--- config.mk ---
export PLATFORM = sky130hd
export DESIGN_NAME = hport_top
export DESIGN_NICKNAME = d
export VERILOG_FILES = /design/src/rtl/hport_pkg.sv /design/src/rtl/hport_sync.sv /design/src/rtl/hport_decode.sv /design/src/rtl/hport_buffers.sv /design/src/rtl/hport_top.sv
export SDC_FILE = /design/constraint.sdc
export NUM_CORES = 1
export LEC_CHECK = 0
export ABC_AREA = 1
export BUFFER_PORTS_ARGS = -buffer_cell sky130_fd_sc_hd__buf_4
export CAP_MARGIN = 40
export CORE_MARGIN = 2
export CORE_UTILIZATION = 40
export CTS_BUF_LIST = sky130_fd_sc_hd__clkbuf_8
export DETAILED_ROUTE_END_ITERATION = 12
export GPL_TIMING_DRIVEN = 0
export MAX_ROUTING_LAYER = met4
export PLACE_DENSITY_LB_ADDON = 0.08
export SYNTH_ARGS = -nofsm -noshare
export SYNTH_HDL_FRONTEND = slang
export SYNTH_SLANG_ARGS = --single-unit
--- constraint.sdc ---
create_clock -name clk -period 1.25 [get_ports clk]
set_input_delay 0.125 -clock clk [delete_from_list [all_inputs] [get_ports clk]]
set_output_delay 0.125 -clock clk [all_outputs]
set_load 0.03 [all_outputs]
--- src/rtl/hport_pkg.sv ---
package hport_pkg;
  // Configuration word; bit order is the order the host programs it in.
  typedef struct packed {
    logic bspol;  // bit 3: byte-select level
    logic dspol;  // bit 2: data-strobe level, second bus style
    logic proto;  // bit 1: bus style
    logic wide;   // bit 0: 16-bit transfers
  } hport_cfg_t;
endpackage

--- src/rtl/hport_sync.sv ---
module hport_sync #(
  parameter int W = 1,
  parameter logic [W-1:0] RST_VAL = '0
) (
  input  logic         clk,
  input  logic         rst,
  input  logic [W-1:0] d_async,
  output logic [W-1:0] d_sync
);
  logic [W-1:0] stage1;
  logic [W-1:0] stage2;

  for (genvar i = 0; i < W; i++) begin : g_bit
    always_ff @(posedge clk) begin
      if (rst) begin
        stage1[i] <= RST_VAL[i];
        stage2[i] <= RST_VAL[i];
      end else begin
        stage1[i] <= d_async[i];
        stage2[i] <= stage1[i];
      end
    end
  end

  assign d_sync = stage2;
endmodule

--- src/rtl/hport_decode.sv ---
module hport_decode
  import hport_pkg::*;
#(
  parameter int HOST_W = 8
) (
  input  logic              clk,
  input  logic              rst,
  input  hport_cfg_t        cfg,
  input  logic              cs_n,
  input  logic              pin_a,
  input  logic              pin_b,
  input  logic              bsel,
  input  logic              stat_sel,
  input  logic [HOST_W-1:0] din,
  output logic              rd_act,
  output logic              wr_start,
  output logic              rd_start,
  output logic              wr_done,
  output logic              rd_done,
  output logic              lane_hi,
  output logic              lat_hi,
  output logic              lat_fin,
  output logic              lat_stat,
  output logic [HOST_W-1:0] lat_byte
);
  logic ds_on, wr_now, rd_now, wr_q, rd_q, fin_now;

  // Data strobe of the second style carries a programmable level.
  assign ds_on   = ~(pin_b ^ cfg.dspol);
  assign wr_now  = ~cs_n & (cfg.proto ? (ds_on & ~pin_a) : ~pin_a);
  assign rd_now  = ~cs_n & (cfg.proto ? (ds_on &  pin_a) : ~pin_b);
  assign lane_hi = cfg.wide & (bsel ^ cfg.bspol);
  assign fin_now = ~cfg.wide | bsel;

  always_ff @(posedge clk) begin
    if (rst) begin
      wr_q     <= 1'b0;
      rd_q     <= 1'b0;
      lat_hi   <= 1'b0;
      lat_fin  <= 1'b0;
      lat_stat <= 1'b0;
      lat_byte <= '0;
    end else begin
      wr_q <= wr_now;
      rd_q <= rd_now;
      if (wr_now) lat_byte <= din;
      if (wr_now | rd_now) begin
        lat_hi   <= lane_hi;
        lat_fin  <= fin_now;
        lat_stat <= stat_sel & rd_now;
      end
    end
  end

  assign rd_act   = rd_now;
  assign wr_start = wr_now & ~wr_q;
  assign rd_start = rd_now & ~rd_q;
  assign wr_done  = wr_q & ~wr_now;
  assign rd_done  = rd_q & ~rd_now;
endmodule

--- src/rtl/hport_buffers.sv ---
module hport_buffers #(
  parameter int HOST_W = 8,
  localparam int WORD_W = 2 * HOST_W
) (
  input  logic              clk,
  input  logic              rst,
  input  logic              wr_done,
  input  logic              rd_done,
  input  logic              lat_hi,
  input  logic              lat_fin,
  input  logic              lat_stat,
  input  logic [HOST_W-1:0] lat_byte,
  input  logic              core_rd,
  input  logic              core_wr,
  input  logic [WORD_W-1:0] core_wdata,
  output logic [WORD_W-1:0] in_word,
  output logic [WORD_W-1:0] out_word,
  output logic              ibf,
  output logic              obe
);
  always_ff @(posedge clk) begin
    if (rst) begin
      in_word <= '0;
      ibf     <= 1'b0;
    end else begin
      if (wr_done) begin
        if (lat_hi) in_word[WORD_W-1:HOST_W] <= lat_byte;
        else        in_word[HOST_W-1:0]      <= lat_byte;
      end
      if (wr_done && lat_fin) ibf <= 1'b1;
      else if (core_rd)       ibf <= 1'b0;
    end
  end

  always_ff @(posedge clk) begin
    if (rst) begin
      out_word <= '0;
      obe      <= 1'b1;
    end else if (core_wr) begin
      out_word <= core_wdata;
      obe      <= 1'b0;
    end else if (rd_done && lat_fin && !lat_stat) begin
      obe <= 1'b1;
    end
  end


  core_wr_clears_obe_chk: assert property (@(posedge clk) disable iff (rst)
    core_wr |=> !obe);

  core_rd_clears_ibf_chk: assert property (@(posedge clk) disable iff (rst)
    (core_rd && !wr_done) |=> !ibf);

  ibf_set_by_done_chk: assert property (@(posedge clk) disable iff (rst)
    $rose(ibf) |-> $past(wr_done));

  obe_set_by_done_chk: assert property (@(posedge clk) disable iff (rst)
    $rose(obe) |-> $past(rd_done));

  reset_flags_chk: assert property (@(posedge clk)
    rst |=> (obe && !ibf));
endmodule

--- src/rtl/hport_top.sv ---
module hport_top
  import hport_pkg::*;
#(
  parameter int HOST_W = 8,
  localparam int WORD_W = 2 * HOST_W,
  localparam int SYNC_W = HOST_W + 5
) (
  input  logic              clk,
  input  logic              rst,
  input  logic [3:0]        cfg_ctrl,
  input  logic [1:0]        irq_en,
  input  logic              host_cs_n,
  input  logic              host_pin_a,
  input  logic              host_pin_b,
  input  logic              host_bsel,
  input  logic              host_stat_sel,
  input  logic [HOST_W-1:0] host_din,
  output logic [HOST_W-1:0] host_dout,
  output logic              host_doe,
  input  logic              core_rd,
  input  logic              core_wr,
  input  logic [WORD_W-1:0] core_wdata,
  output logic [WORD_W-1:0] in_word,
  output logic              in_full,
  output logic              out_empty,
  output logic              irq_wr,
  output logic              irq_rd
);
  localparam logic [SYNC_W-1:0] SYNC_RST = {5'b11111, {HOST_W{1'b0}}};

  hport_cfg_t        cfg;
  logic [SYNC_W-1:0] raw_v, syn_v;
  logic              cs_s, a_s, b_s, bsel_s, stat_s;
  logic [HOST_W-1:0] din_s;
  logic              rd_act, wr_start, rd_start, wr_done, rd_done;
  logic              lane_hi, lat_hi, lat_fin, lat_stat;
  logic [HOST_W-1:0] lat_byte;
  logic [WORD_W-1:0] out_word;
  logic              ibf, obe;

  assign cfg   = cfg_ctrl;
  assign raw_v = {host_stat_sel, host_bsel, host_pin_b, host_pin_a, host_cs_n, host_din};
  assign {stat_s, bsel_s, b_s, a_s, cs_s, din_s} = syn_v;

  hport_sync #(.W(SYNC_W), .RST_VAL(SYNC_RST)) u_sync (
    .clk(clk), .rst(rst), .d_async(raw_v), .d_sync(syn_v));

  hport_decode #(.HOST_W(HOST_W)) u_dec (
    .clk(clk), .rst(rst), .cfg(cfg), .cs_n(cs_s), .pin_a(a_s), .pin_b(b_s),
    .bsel(bsel_s), .stat_sel(stat_s), .din(din_s), .rd_act(rd_act),
    .wr_start(wr_start), .rd_start(rd_start), .wr_done(wr_done), .rd_done(rd_done),
    .lane_hi(lane_hi), .lat_hi(lat_hi), .lat_fin(lat_fin), .lat_stat(lat_stat),
    .lat_byte(lat_byte));

  hport_buffers #(.HOST_W(HOST_W)) u_buf (
    .clk(clk), .rst(rst), .wr_done(wr_done), .rd_done(rd_done), .lat_hi(lat_hi),
    .lat_fin(lat_fin), .lat_stat(lat_stat), .lat_byte(lat_byte), .core_rd(core_rd),
    .core_wr(core_wr), .core_wdata(core_wdata), .in_word(in_word),
    .out_word(out_word), .ibf(ibf), .obe(obe));

  always_ff @(posedge clk) begin
    if (rst) begin
      host_dout <= '0;
      host_doe  <= 1'b0;
      irq_wr    <= 1'b0;
      irq_rd    <= 1'b0;
    end else begin
      host_doe <= rd_act;
      irq_wr   <= wr_start & irq_en[0];
      irq_rd   <= rd_start & irq_en[1];
      if (rd_act) begin
        if (stat_s)       host_dout <= {{(HOST_W-2){1'b0}}, obe, ibf};
        else if (lane_hi) host_dout <= out_word[WORD_W-1:HOST_W];
        else              host_dout <= out_word[HOST_W-1:0];
      end
    end
  end

  assign in_full   = ibf;
  assign out_empty = obe;


  irq_wr_enabled_chk: assert property (@(posedge clk) disable iff (rst)
    irq_wr |-> $past(irq_en[0]));

  irq_rd_enabled_chk: assert property (@(posedge clk) disable iff (rst)
    irq_rd |-> $past(irq_en[1]));

  irq_needs_select_chk: assert property (@(posedge clk) disable iff (rst)
    (irq_wr || irq_rd) |-> !$past(cs_s));
endmodule

# [Word level (Yosys, flattened, before mapping)]
# Cells that the tools add are included.
[totals] register_bits=83 in_bits=39 wordCells=82
[op_classes] muxes=8 bitwise_logic=26 reduce_logical=8
[op_table] operator="$mux W8" count=2
[op_table] operator="$and A1 B1 Y1" count=12
[op_table] operator="$not A1 Y1" count=10
[op_table] operator="$mux W1" count=6
[op_table] operator="$reduce_and A2 Y1" count=2
[op_table] operator="$reduce_bool A2 Y1" count=2
[op_table] operator="$logic_and A1 B1 Y1" count=3
[op_table] operator="$or A1 B1 Y1" count=2
[op_table] operator="$xor A1 B1 Y1" count=2
[op_table] operator="$logic_not A1 Y1" count=1

# [Longest topological paths before layout]
# Gate-level depths: netlist of the first run.
[logic_depth] word_depth=11 ltp_mapped=9

# [By module]
# A second synthesis of the first run with hierarchy kept.
[hier_totals] cells_unflattened=412 hier_area_um2=3169.3
[by_module_without_submodules] mod="hport_buffers" instances=1 cells_each=168 area_each_um2=1234.9 seq_area_each_um2=680.7
[by_module_without_submodules] mod="hport_sync" instances=1 cells_each=81 area_each_um2=745.7 seq_area_each_um2=520.5
[by_module_without_submodules] mod="hport_decode" instances=1 cells_each=82 area_each_um2=649.4 seq_area_each_um2=260.2
[by_module_without_submodules] mod="hport_top" instances=1 cells_each=81 area_each_um2=539.3 seq_area_each_um2=220.2

# [Worst setup path before layout of the first run]
# No wires, ideal clock.
[synth_path] kind="reg2reg" from="register u_dec.wr_q" to="register u_buf.in_word[6]" t_arrival_ns=1.007 required_ns=1.140 path_slack_ns=0.134 path_stages_with_launch=6 n_path_buf=2 path_cell_list="dfxtp_1 > buf_2 > buf_1 > nand4_1 > nand2_1 > nor2_1"
[synth_via] elab_chain_len=2
[synth_rtl] item="start: declaration" line="hport_decode.sv:26" text="logic ds_on, wr_now, rd_now, wr_q, rd_q, fin_now;"
[synth_rtl] item="start signal: assignment" line="hport_decode.sv:44" text="wr_q <= wr_now;"
[synth_rtl] item="$and A1 B1 Y1" line="hport_decode.sv:58" text="assign wr_done = wr_q & ~wr_now;"
[synth_rtl] item="$reduce_and A2 Y1 (no source line)"
[synth_rtl] item="end signal: indexed assignment" line="hport_buffers.sv:27" text="if (lat_hi) in_word[WORD_W-1:HOST_W] <= lat_byte;"
[synth_rtl] item="end signal: indexed assignment" line="hport_buffers.sv:28" text="else in_word[HOST_W-1:0] <= lat_byte;"
[synth_rtl] item="end: declaration" line="hport_buffers.sv:16" text="output logic [WORD_W-1:0] in_word,"
# Every way passes these cells.
# A chain may end at the register's enable or synchronous reset.

# [Final worst setup path of the first run]
[layout_path] from="register u_sync.stage2[10] (netlist: u_sync.d_sync[10])" to="register u_dec.lat_hi"
[layout_via] elab_chain_len=6 word_cells_on_any_way=10 cone_classes="mux: 2; bitwise: 8"
[layout_rtl] item="start: declaration" line="hport_sync.sv:11" text="logic [W-1:0] stage2;"
[layout_rtl] item="start signal: indexed assignment" line="hport_sync.sv:17" text="stage2[i] <= RST_VAL[i];"
[layout_rtl] item="start signal: indexed assignment" line="hport_sync.sv:20" text="stage2[i] <= stage1[i];"
[layout_rtl] item="$xor A1 B1 Y1" line="hport_decode.sv:29" text="assign ds_on = ~(pin_b ^ cfg.dspol);"
[layout_rtl] item="$not A1 Y1" line="hport_decode.sv:29"
[layout_rtl] item="$and A1 B1 Y1, on equally long branches" line="hport_decode.sv:30, hport_decode.sv:31"
[layout_rtl] item="$mux W1, on equally long branches" line="hport_decode.sv:30, hport_decode.sv:31"
[layout_rtl] item="$and A1 B1 Y1, on equally long branches" line="hport_decode.sv:30, hport_decode.sv:31"
[layout_rtl] item="$or A1 B1 Y1 (*)" line="hport_decode.sv:47" text="if (wr_now | rd_now) begin"
[layout_rtl] item="end signal: assignment" line="hport_decode.sv:48" text="lat_hi <= lane_hi;"
[layout_rtl] item="end: declaration" line="hport_decode.sv:21" text="output logic lat_hi,"
# Every way passes the cells marked *; elsewhere a longest branch is shown, timed or not.

==> results of run 1 <==
[cell families (layout without fill, tap and decap cells)]
group,Yosys count,count (layout)
flops,83,83
buf+inv,94,207
simple gates,198,199
compound gates,47,47
[registers in the layout, summed over array words and instances, names as in the netlist]
| register | flops |
|---|---|
| u_dec.lat_fin | 1 |
| u_buf.out_word | 16 |
| u_dec.lat_stat | 1 |
| u_sync.stage1 | 13 |
| u_dec.wr_q | 1 |
| u_buf.obe | 1 |
| u_buf.ibf | 1 |
| u_sync.d_sync | 13 |
| u_dec.rd_q | 1 |
| u_buf.in_word | 16 |
| irq_wr | 1 |
| u_dec.lat_byte | 8 |
| irq_rd | 1 |
| u_dec.lat_hi | 1 |
| host_dout | 8 |
[final timing paths]
| kind | from | depth (start not counted) | endpoint |
|---|---|---|---|
| setup reg to reg | u_sync.d_sync[10] | 6 | u_dec.lat_hi |
| setup / recovery | u_sync.d_sync[10] | 6 | u_dec.lat_hi |
| hold / removal | irq_en[0] | 3 | irq_wr |
| hold reg to reg | u_sync.stage1[6] | 2 | u_sync.d_sync[6] |
[layout make-up]
cell class,count,area share
plain buffers,21,0.0325
clock inverters,6,0.0150
repair buffers,98,0.185
inverters,73,0.0624
well taps,102,0.0288
multi-input cells,246,0.273
flip-flops and latches,83,0.375
clock buffers,9,0.0279
[routing by layer]
metal,wire length (µm),part of all wire,global-route usage,vias to the layer above
met3,423,0.058,0.0572,8
li1,-,-,-,1519
met2,3290,0.45,0.289,71
met4,70,0.0097,0.0551,0
met5,0,0,-,-
met1,3450,0.48,0.213,1255
[timing repair]
| item | CTS | global route |
|---|---|---|
| endpoints found under the setup margin | 23 | 35 |
| gates cloned | 0 | 5 |
| hold buffers | 29 | 0 |
| buffers inserted | 0 | 0 |
| hold endpoints to repair | 29 | 0 |
| resized for setup | 8 | 26 |
| pin swaps | 0 | 6 |
[tightest hold or removal path, cell delays in order]
cell     delay, ps
buf_4          120
nand2_1         50
nor2_1          40
[placed cells by master (no fill, tap or decap), types with 2 or more instances in the layout]
| cell type | count |
|---|---|
| nand2_1 | 69 |
| o21ai_1 | 2 |
| or2_2 | 10 |
| nor2_1 | 72 |
| clkinvlp_4 | 2 |
| buf_4 | 66 |
| dfxtp_1 | 81 |
| inv_1 | 71 |
| clkbuf_1 | 6 |
| a21oi_2 | 3 |
| dfxtp_2 | 2 |
| clkbuf_4 | 2 |
| o21ai_0 | 24 |
| buf_2 | 8 |
| a21oi_1 | 15 |
| o21ai_2 | 2 |
| nand3_4 | 5 |
| buf_6 | 5 |
| nand3_2 | 2 |
| clkbuf_8 | 9 |
| nand3_1 | 9 |
| nand4_1 | 25 |
| dlygate4sd3_1 | 29 |
| nand2_2 | 3 |
[where the power goes]
part	total (W)	switching [W]	internal, W
Sequential	0.00277	0.0000388	0.00273
Clock	0.00188	0.000970	0.000914
Combinational	0.000490	0.000247	0.000242
Total	0.00514	0.00126	0.00389
[through the flow]
stage	util	cells	area, µm²
finish	0.574	638	4430
detailed placement	0.491	589	3800
floorplan	-	422	3180
global placement	0.491	589	3800
global route	0.574	638	4430
CTS	0.557	633	4300
==> reports/metrics.cfg, run 1 <==
[status]
status = complete, no violations

[sta]
hold_slack_ps = 19.5
fmax_mhz = 822
maxSlewHeadroom = 0.683
worst_pin_slew_ps = 476
setup_viol = 0
min_period_over_period = 0.973
fin_crit_ps = 1220
fin_worst_skew_ps = 8.29
setup_tns_ps = 0
rsz0062_at_grt = true
final_hold_viol_count = 0
slew_violations = 0
finalWorstSetupSlack_ps = 34.0

[power_and_ir_drop]
leakage_nw = 2.07
fin_total_pwr_w = 0.00514
pwr_density_cell_mw_per_mm2 = 1160
peakVddDrop_mv = 0.757

[yosys]
synth_cell_types = 23
synth_fa_ha_area_frac = 0
synth_top_family_by_area = simple AND/OR/NAND/NOR gates
synth_compound_area_frac = 0.0759
yosys.area.top_type = dfxtp_1
synth-seq-area-share = 0.522
synth-simple-area-share = 0.280
synth.area.mux_share = 0
synthArstFlopShare = 0
avgSynthCellArea_um2 = 7.54
synth_seq_cells = 83
synth_area_leaders = dfxtp_1 (52%), nand2_1 (8.6%), nor2_1 (8.6%)
synth_top_area_frac = 0.522
synth_xor_area_frac = 0
syn-num-nets = 461
synth-edff-count = 0
synth-main-ff-cell = dfxtp_1
synthCells = 422
yosysWarnings = 0
yosysMostFrequentCell = dfxtp_1
synth_area_mm2 = 0.00318
yosys-top-cells-count = dfxtp_1 (83), nand2_1 (73), nor2_1 (73)

[setup_path]
crit_slowest_cell = dfxtp_2
crit_family = simple AND/OR/NAND/NOR gates
path_class = reg2reg
end_kind = flip-flop
slowest_delay_ps = 360
critPathMaxFanout = 7
start_kind = flip-flop
critPathMostFrequentCell = nand3_4
reg2reg_slack_ps = 30
arrival_ps = 1470
crit_chain = nand2_2 -> nand3_4 -> nand3_4 -> buf_6 -> a21boi_0 -> nor2_1
worstPathRequired_ps = 1500
cp_num_buf_inv = 1

[drt]
first_iter_violations = 95
wire_per_inst_um = 11.3
drc = 0
drt_pre_antenna_iters = 4
num_vias = 2853
detail-route-antenna-nets = 0
postRouteWirelength_mm = 7.23
vias_per_cell = 4.47

[die]
io_pins = 68
initial_core_util = 0.412
rows = 32
core_region_area_mm2 = 0.00773
die_w_um = 93.2
die_y_um = 93.2
fp.dieArea_mm2 = 0.00868

[final_layout]
final_nets = 571
register_area_mm2 = 0.00166
syn_to_final_growth_pct = 39.3
fillers = 777
post_route_cells_drive_above_1_share = 0.243
multiInputGateArea_mm2 = 0.00121
n_antenna_cell = 0

[global_routing]
grt_pass1_wl_mm = 11.6
antenna_found_initial = 0
grt_start_max_net_pins = 15
grt_overflow = 0
grt_usage = 0.178
first_global_vias = 2580

[run]
drv_cap = 0

[clock_network]
cts-root-buf = clkbuf_8
cts.clk_slew.worst_paths_ps = 90
max-clock-path-buffers = 2
numCtsBuffers = 9
clock_sinks = 83
clock_latency_ps = 360
htreeDepth = 3
cts_tree = yes

[place]
place.gp.congestion = 0.879
portBuffers = 65
dp_slack_ps = -171
place_hpwl_mm = 4.91

[min_path]
hold_path.class = in2reg

Note: power is estimated with default switching activity, not from simulation.
==> inputs of run 2 (changes only) <==
- BUFFER_PORTS_ARGS: -buffer_cell sky130_fd_sc_hd__buf_4 -> default
- DONT_BUFFER_PORTS: default -> 1
==> reports/metrics.cfg, run 2 (same netlist as run 1, synthesis figures left out) <==
[status]
status = complete, no violations

[clock_network]
htreeDepth = 3
clock_sinks = 83
cts_tree = yes
clock_latency_ps = 350
max-clock-path-buffers = 2
cts-root-buf = clkbuf_8
cts.clk_slew.worst_paths_ps = 80
numCtsBuffers = 9

[setup_path]
crit_chain = inv_2 -> nand2_2 -> nand3_4 -> nand3_4 -> buf_4 -> a21boi_1 -> nor2_1
timing.rr.start = u_sync.d_sync[10]
reg2reg_slack_ps = 20
path_class = reg2reg
start_kind = flip-flop
critPathMostFrequentCell = nand3_4
worstPathRequired_ps = 1490
startpoint = u_sync.d_sync[10]
arrival_ps = 1470
slowest_delay_ps = 340
crit_slowest_cell = dfxtp_2
end_kind = flip-flop
critPathMaxFanout = 6

[sta]
worst_pin_slew_ps = 475
maxSlewHeadroom = 0.683
slew_violations = 0
final_hold_viol_count = 0
finalWorstSetupSlack_ps = 16.4
fin_crit_ps = 1230
fmax_mhz = 811
min_period_over_period = 0.987
setup_viol = 0
fin_worst_skew_ps = 12.8
rsz0062_at_grt = true

[power_and_ir_drop]
pwr_density_cell_mw_per_mm2 = 1300
combPwrFrac = 0.076
p_seq_frac = 0.526
swShare = 0.228
p_switching_w = 0.00121
peakVddDrop_mv = 0.743
leakage_nw = 1.81
p_int_w = 0.00409
clockPowerShare = 0.398

[die]
initial_core_util = 0.412
die_y_um = 93.2
fp.dieArea_mm2 = 0.00868
io_pins = 68
core_region_area_mm2 = 0.00773
die_w_um = 93.2
rows = 32

[drt]
vias_per_cell = 4.51
drt_pre_antenna_iters = 4
wire_per_inst_um = 12.5
first_iter_violations = 66
detail-route-antenna-nets = 0
num_vias = 2621
postRouteWirelength_mm = 7.25
drc = 0

[final_layout]
finish.utilization = 0.527
post_route_cells_drive_above_1_share = 0.134
mostFrequentLayoutCell = dfxtp_1
top_regs = u_buf.in_word (16), u_buf.out_word (16)
final_nets = 514
final_cell_mix = dfxtp_1 (81), nor2_1 (72), inv_1 (71)
syn_to_final_growth_pct = 28.0
n_antenna_cell = 0

[global_routing]
grt_usage = 0.177
antenna_found_initial = 0
first_global_vias = 2503
grt_pass1_wl_mm = 11.6
grt_start_max_net_pins = 14
grt_overflow = 0

[min_path]
hold_path.class = in2reg
min-delay-start = rst

[place]
place_hpwl_mm = 4.84
dp_slack_ps = -122
place.gp.congestion = 0.831
portBuffers = 0

[run]
drv_cap = 0

-- run 2: cell count changes in the layout (fill, tap and decap cells not counted), sizes merged --
| cell | previous run | this run |
|---|---|---|
| bufinv | 1 | 2 |
| nand3 | 16 | 15 |
| clkinvlp | 2 | 0 |
| buf | 80 | 16 |
| dlygate4sd3 | 29 | 38 |
-- run 2: stage by stage --
step	TNS, ps	hold WS (ps)	area, µm²	power (W)	std cells
finish	0	64.9	4070	0.00530	581
global route	-593	71.6	4070	0.00552	581
CTS	0	60.6	3920	0.00532	577
detailed placement	-1580	231	3310	0.00312	524
global placement	-1270	230	3310	0.00312	524
floorplan	0	229	3180	0.00305	422
-- run 2: final timing paths --
kind	end	cells past startpoint
hold reg to reg	u_sync.d_sync[4]	2
setup reg to reg	u_dec.lat_hi	7
setup / recovery	u_dec.lat_hi	7
hold / removal	u_dec.wr_q	2
-- run 2: final cells by class --
type                    count  area (µm²)
clock buffers              10         138
plain buffers              21         154
inverters                  73         277
well taps                 102         128
multi-input cells         245        1200
fillers                   780        3650
flip-flops and latches     83        1660
clock inverters             5        77.6
repair buffers             42         432
-- run 2: routing by layer --
metal / up-vias / GRT usage / routed length [µm]
met2: 52 / 0.281 / 3300
met3: 5 / 0.0459 / 330
met5: - / - / 0
li1: 1408 / - / -
met1: 1156 / 0.223 / 3550
met4: 0 / 0.0515 / 76
-- run 2: power by group through the flow --
| stage | Clock [W] | Sequential (W) | Combinational, W |
|---|---|---|---|
| detailed placement | 0 | 0.00284 | 0.000276 |
| global route | 0.00226 | 0.00280 | 0.000457 |
| CTS | 0.00216 | 0.00278 | 0.000378 |
| floorplan | 0 | 0.00283 | 0.000216 |
| finish | 0.00211 | 0.00279 | 0.000403 |
| global placement | 0 | 0.00284 | 0.000272 |
-- run 2: worst max-delay path: cells and delay by family (launching register included) --
family / cells / cell delay [ps]
buf+inv: 2 / 260
compound gates: 1 / 180
flops: 1 / 340
simple gates: 4 / 350
-- run 2: repair_timing --
action	4_1_cts	5_1_grt
pin swaps	0	7
buffers inserted	0	1
hold endpoints to repair	32	0
endpoints found under the setup margin	24	36
cloned	0	3
resized for setup	7	39
hold buffers	38	0
==> inputs of run 3 (changes only) <==
- clock period: 1.25 -> 1.15 ns (I/O delays scaled with it)
==> reports/metrics.cfg, run 3 (same netlist as run 1, synthesis figures left out) <==
[sta]
worst_pin_slew_ps = 479
slew_violations = 0
finalWorstSetupSlack_ps = -106
rsz0062_at_grt = true
maxSlewHeadroom = 0.680
setup_tns_ps = -1560
setup_viol = 36
fmax_mhz = 796
fin_worst_skew_ps = 12.1
min_period_over_period = 1.09
final_hold_viol_count = 0
fin_crit_ps = 1260

[die]
die_y_um = 93.2
core_region_area_mm2 = 0.00773
die_w_um = 93.2
io_pins = 68
initial_core_util = 0.412
fp.dieArea_mm2 = 0.00868
rows = 32

[final_layout]
finish.utilization = 0.525
final_cell_mix = dfxtp_1 (80), inv_1 (72), nor2_1 (72)
mostFrequentLayoutCell = dfxtp_1
top_regs = u_buf.in_word (16), u_buf.out_word (16)
final_cells = 577
fillers = 781
register_area_mm2 = 0.00167
n_antenna_cell = 0
multiInputGateArea_mm2 = 0.00124
post_route_cells_drive_above_1_share = 0.158
syn_to_final_growth_pct = 27.4
final_nets = 510

[global_routing]
antenna_found_initial = 0
grt_pass1_wl_mm = 11.6
first_global_vias = 2501
grt_usage = 0.177
grt_start_max_net_pins = 14
grt_overflow = 0

[drt]
num_vias = 2644
highest_layer = met4
vias_per_cell = 4.58
drc = 0
drt_pre_antenna_iters = 4
met2_length_mm = 3.24
first_iter_violations = 74
wl_met3_um = 431
postRouteWirelength_mm = 7.23
drt-met1-wl_mm = 3.47
wire_per_inst_um = 12.5
detail-route-antenna-nets = 0

[power_and_ir_drop]
leakage_nw = 1.79
fin_total_pwr_w = 0.00575
peakVddDrop_mv = 0.817
pwr_density_cell_mw_per_mm2 = 1420

[clock_network]
cts.clk_slew.worst_paths_ps = 90
numCtsBuffers = 9
clock_latency_ps = 350
clock_sinks = 83
cts_tree = yes
htreeDepth = 3
max-clock-path-buffers = 2
cts-root-buf = clkbuf_8

[min_path]
min-delay-start = core_wr
hold_path.class = in2reg

[setup_path]
critPathMaxFanout = 6
path_class = reg2reg
startpoint = u_sync.d_sync[10]
crit_slowest_cell = dfxtp_2
critPathMostFrequentCell = nand3_4
slowest_delay_ps = 340
end_kind = flip-flop
arrival_ps = 1490
crit_chain = inv_1 -> nand2_2 -> nand3_4 -> nand3_4 -> buf_4 -> a21boi_1 -> nor2_1
timing.rr.start = u_sync.d_sync[10]
worstPathRequired_ps = 1390
start_kind = flip-flop

[place]
portBuffers = 0
place_hpwl_mm = 4.84
place.gp.congestion = 0.831
dp_slack_ps = -222
dp_cells = 524

[run]
drv_cap = 0

[status]
violations = negative setup slack
status = complete, but fails checks

run 3: changes by cell type in the layout (fill, tap and decap cells not counted), sizes merged:
cell / previous run / this run
buf: 16 / 15
clkbuf: 19 / 20
dlygate4sd3: 38 / 33
nand3: 15 / 16
run 3: power by group:
part | internal [W] | switching (W) | leakage, nW
combinational | 0.000194 | 0.000237 | 0.994
sequential | 0.00297 | 0.0000586 | 0.679
clock | 0.00127 | 0.00102 | 0.114
run 3: layout make-up:
cell class | count | area share
sequential | 83 | 0.411
inverter | 73 | 0.0682
buffer | 21 | 0.0355
clock buffer | 10 | 0.0340
timing repair buffer | 37 | 0.0941
clock inverter | 5 | 0.0191
multi-input combinational | 246 | 0.307
tap | 102 | 0.0315
run 3: routing by layer:
metal / GRT usage / up-vias
li1: - / 1396
met1: 0.221 / 1176
met2: 0.284 / 66
met3: 0.0459 / 6
met4: 0.0515 / 0
met5: - / -
run 3: final timing paths:
kind / slack (ps) / cells after the start / endpoint
hold / removal: 50 / 3 / u_buf.out_word[3]
hold reg to reg: 400 / 2 / u_sync.d_sync[4]
setup reg to reg: -110 / 7 / u_dec.lat_hi
setup / recovery: -110 / 7 / u_dec.lat_hi
run 3: worst max-delay path: cells and delay by family (launching register included):
family                 cells  cell delay (ps)
AND/OR/NAND/NOR            4              360
buffers and inverters      2              280
AO/OA/AOI/OAI              1              170
flip-flops                 1              340
run 3: what timing repair did:
item	CTS	global route
gates resized for setup	16	34
cloned	2	2
pin swaps	0	7
hold endpoints to repair	32	0
setup buffers	0	1
setup endpoints to repair	36	39
hold buffers	33	0
run 3: stage by stage:
step	instance area [µm²]	hold WS, ps
3_3_place_gp	3310	220
6_report	4050	47.5
2_1_floorplan	3180	219
4_1_cts	3910	38.0
5_1_grt	4050	68.8
3_5_place_dp	3310	221
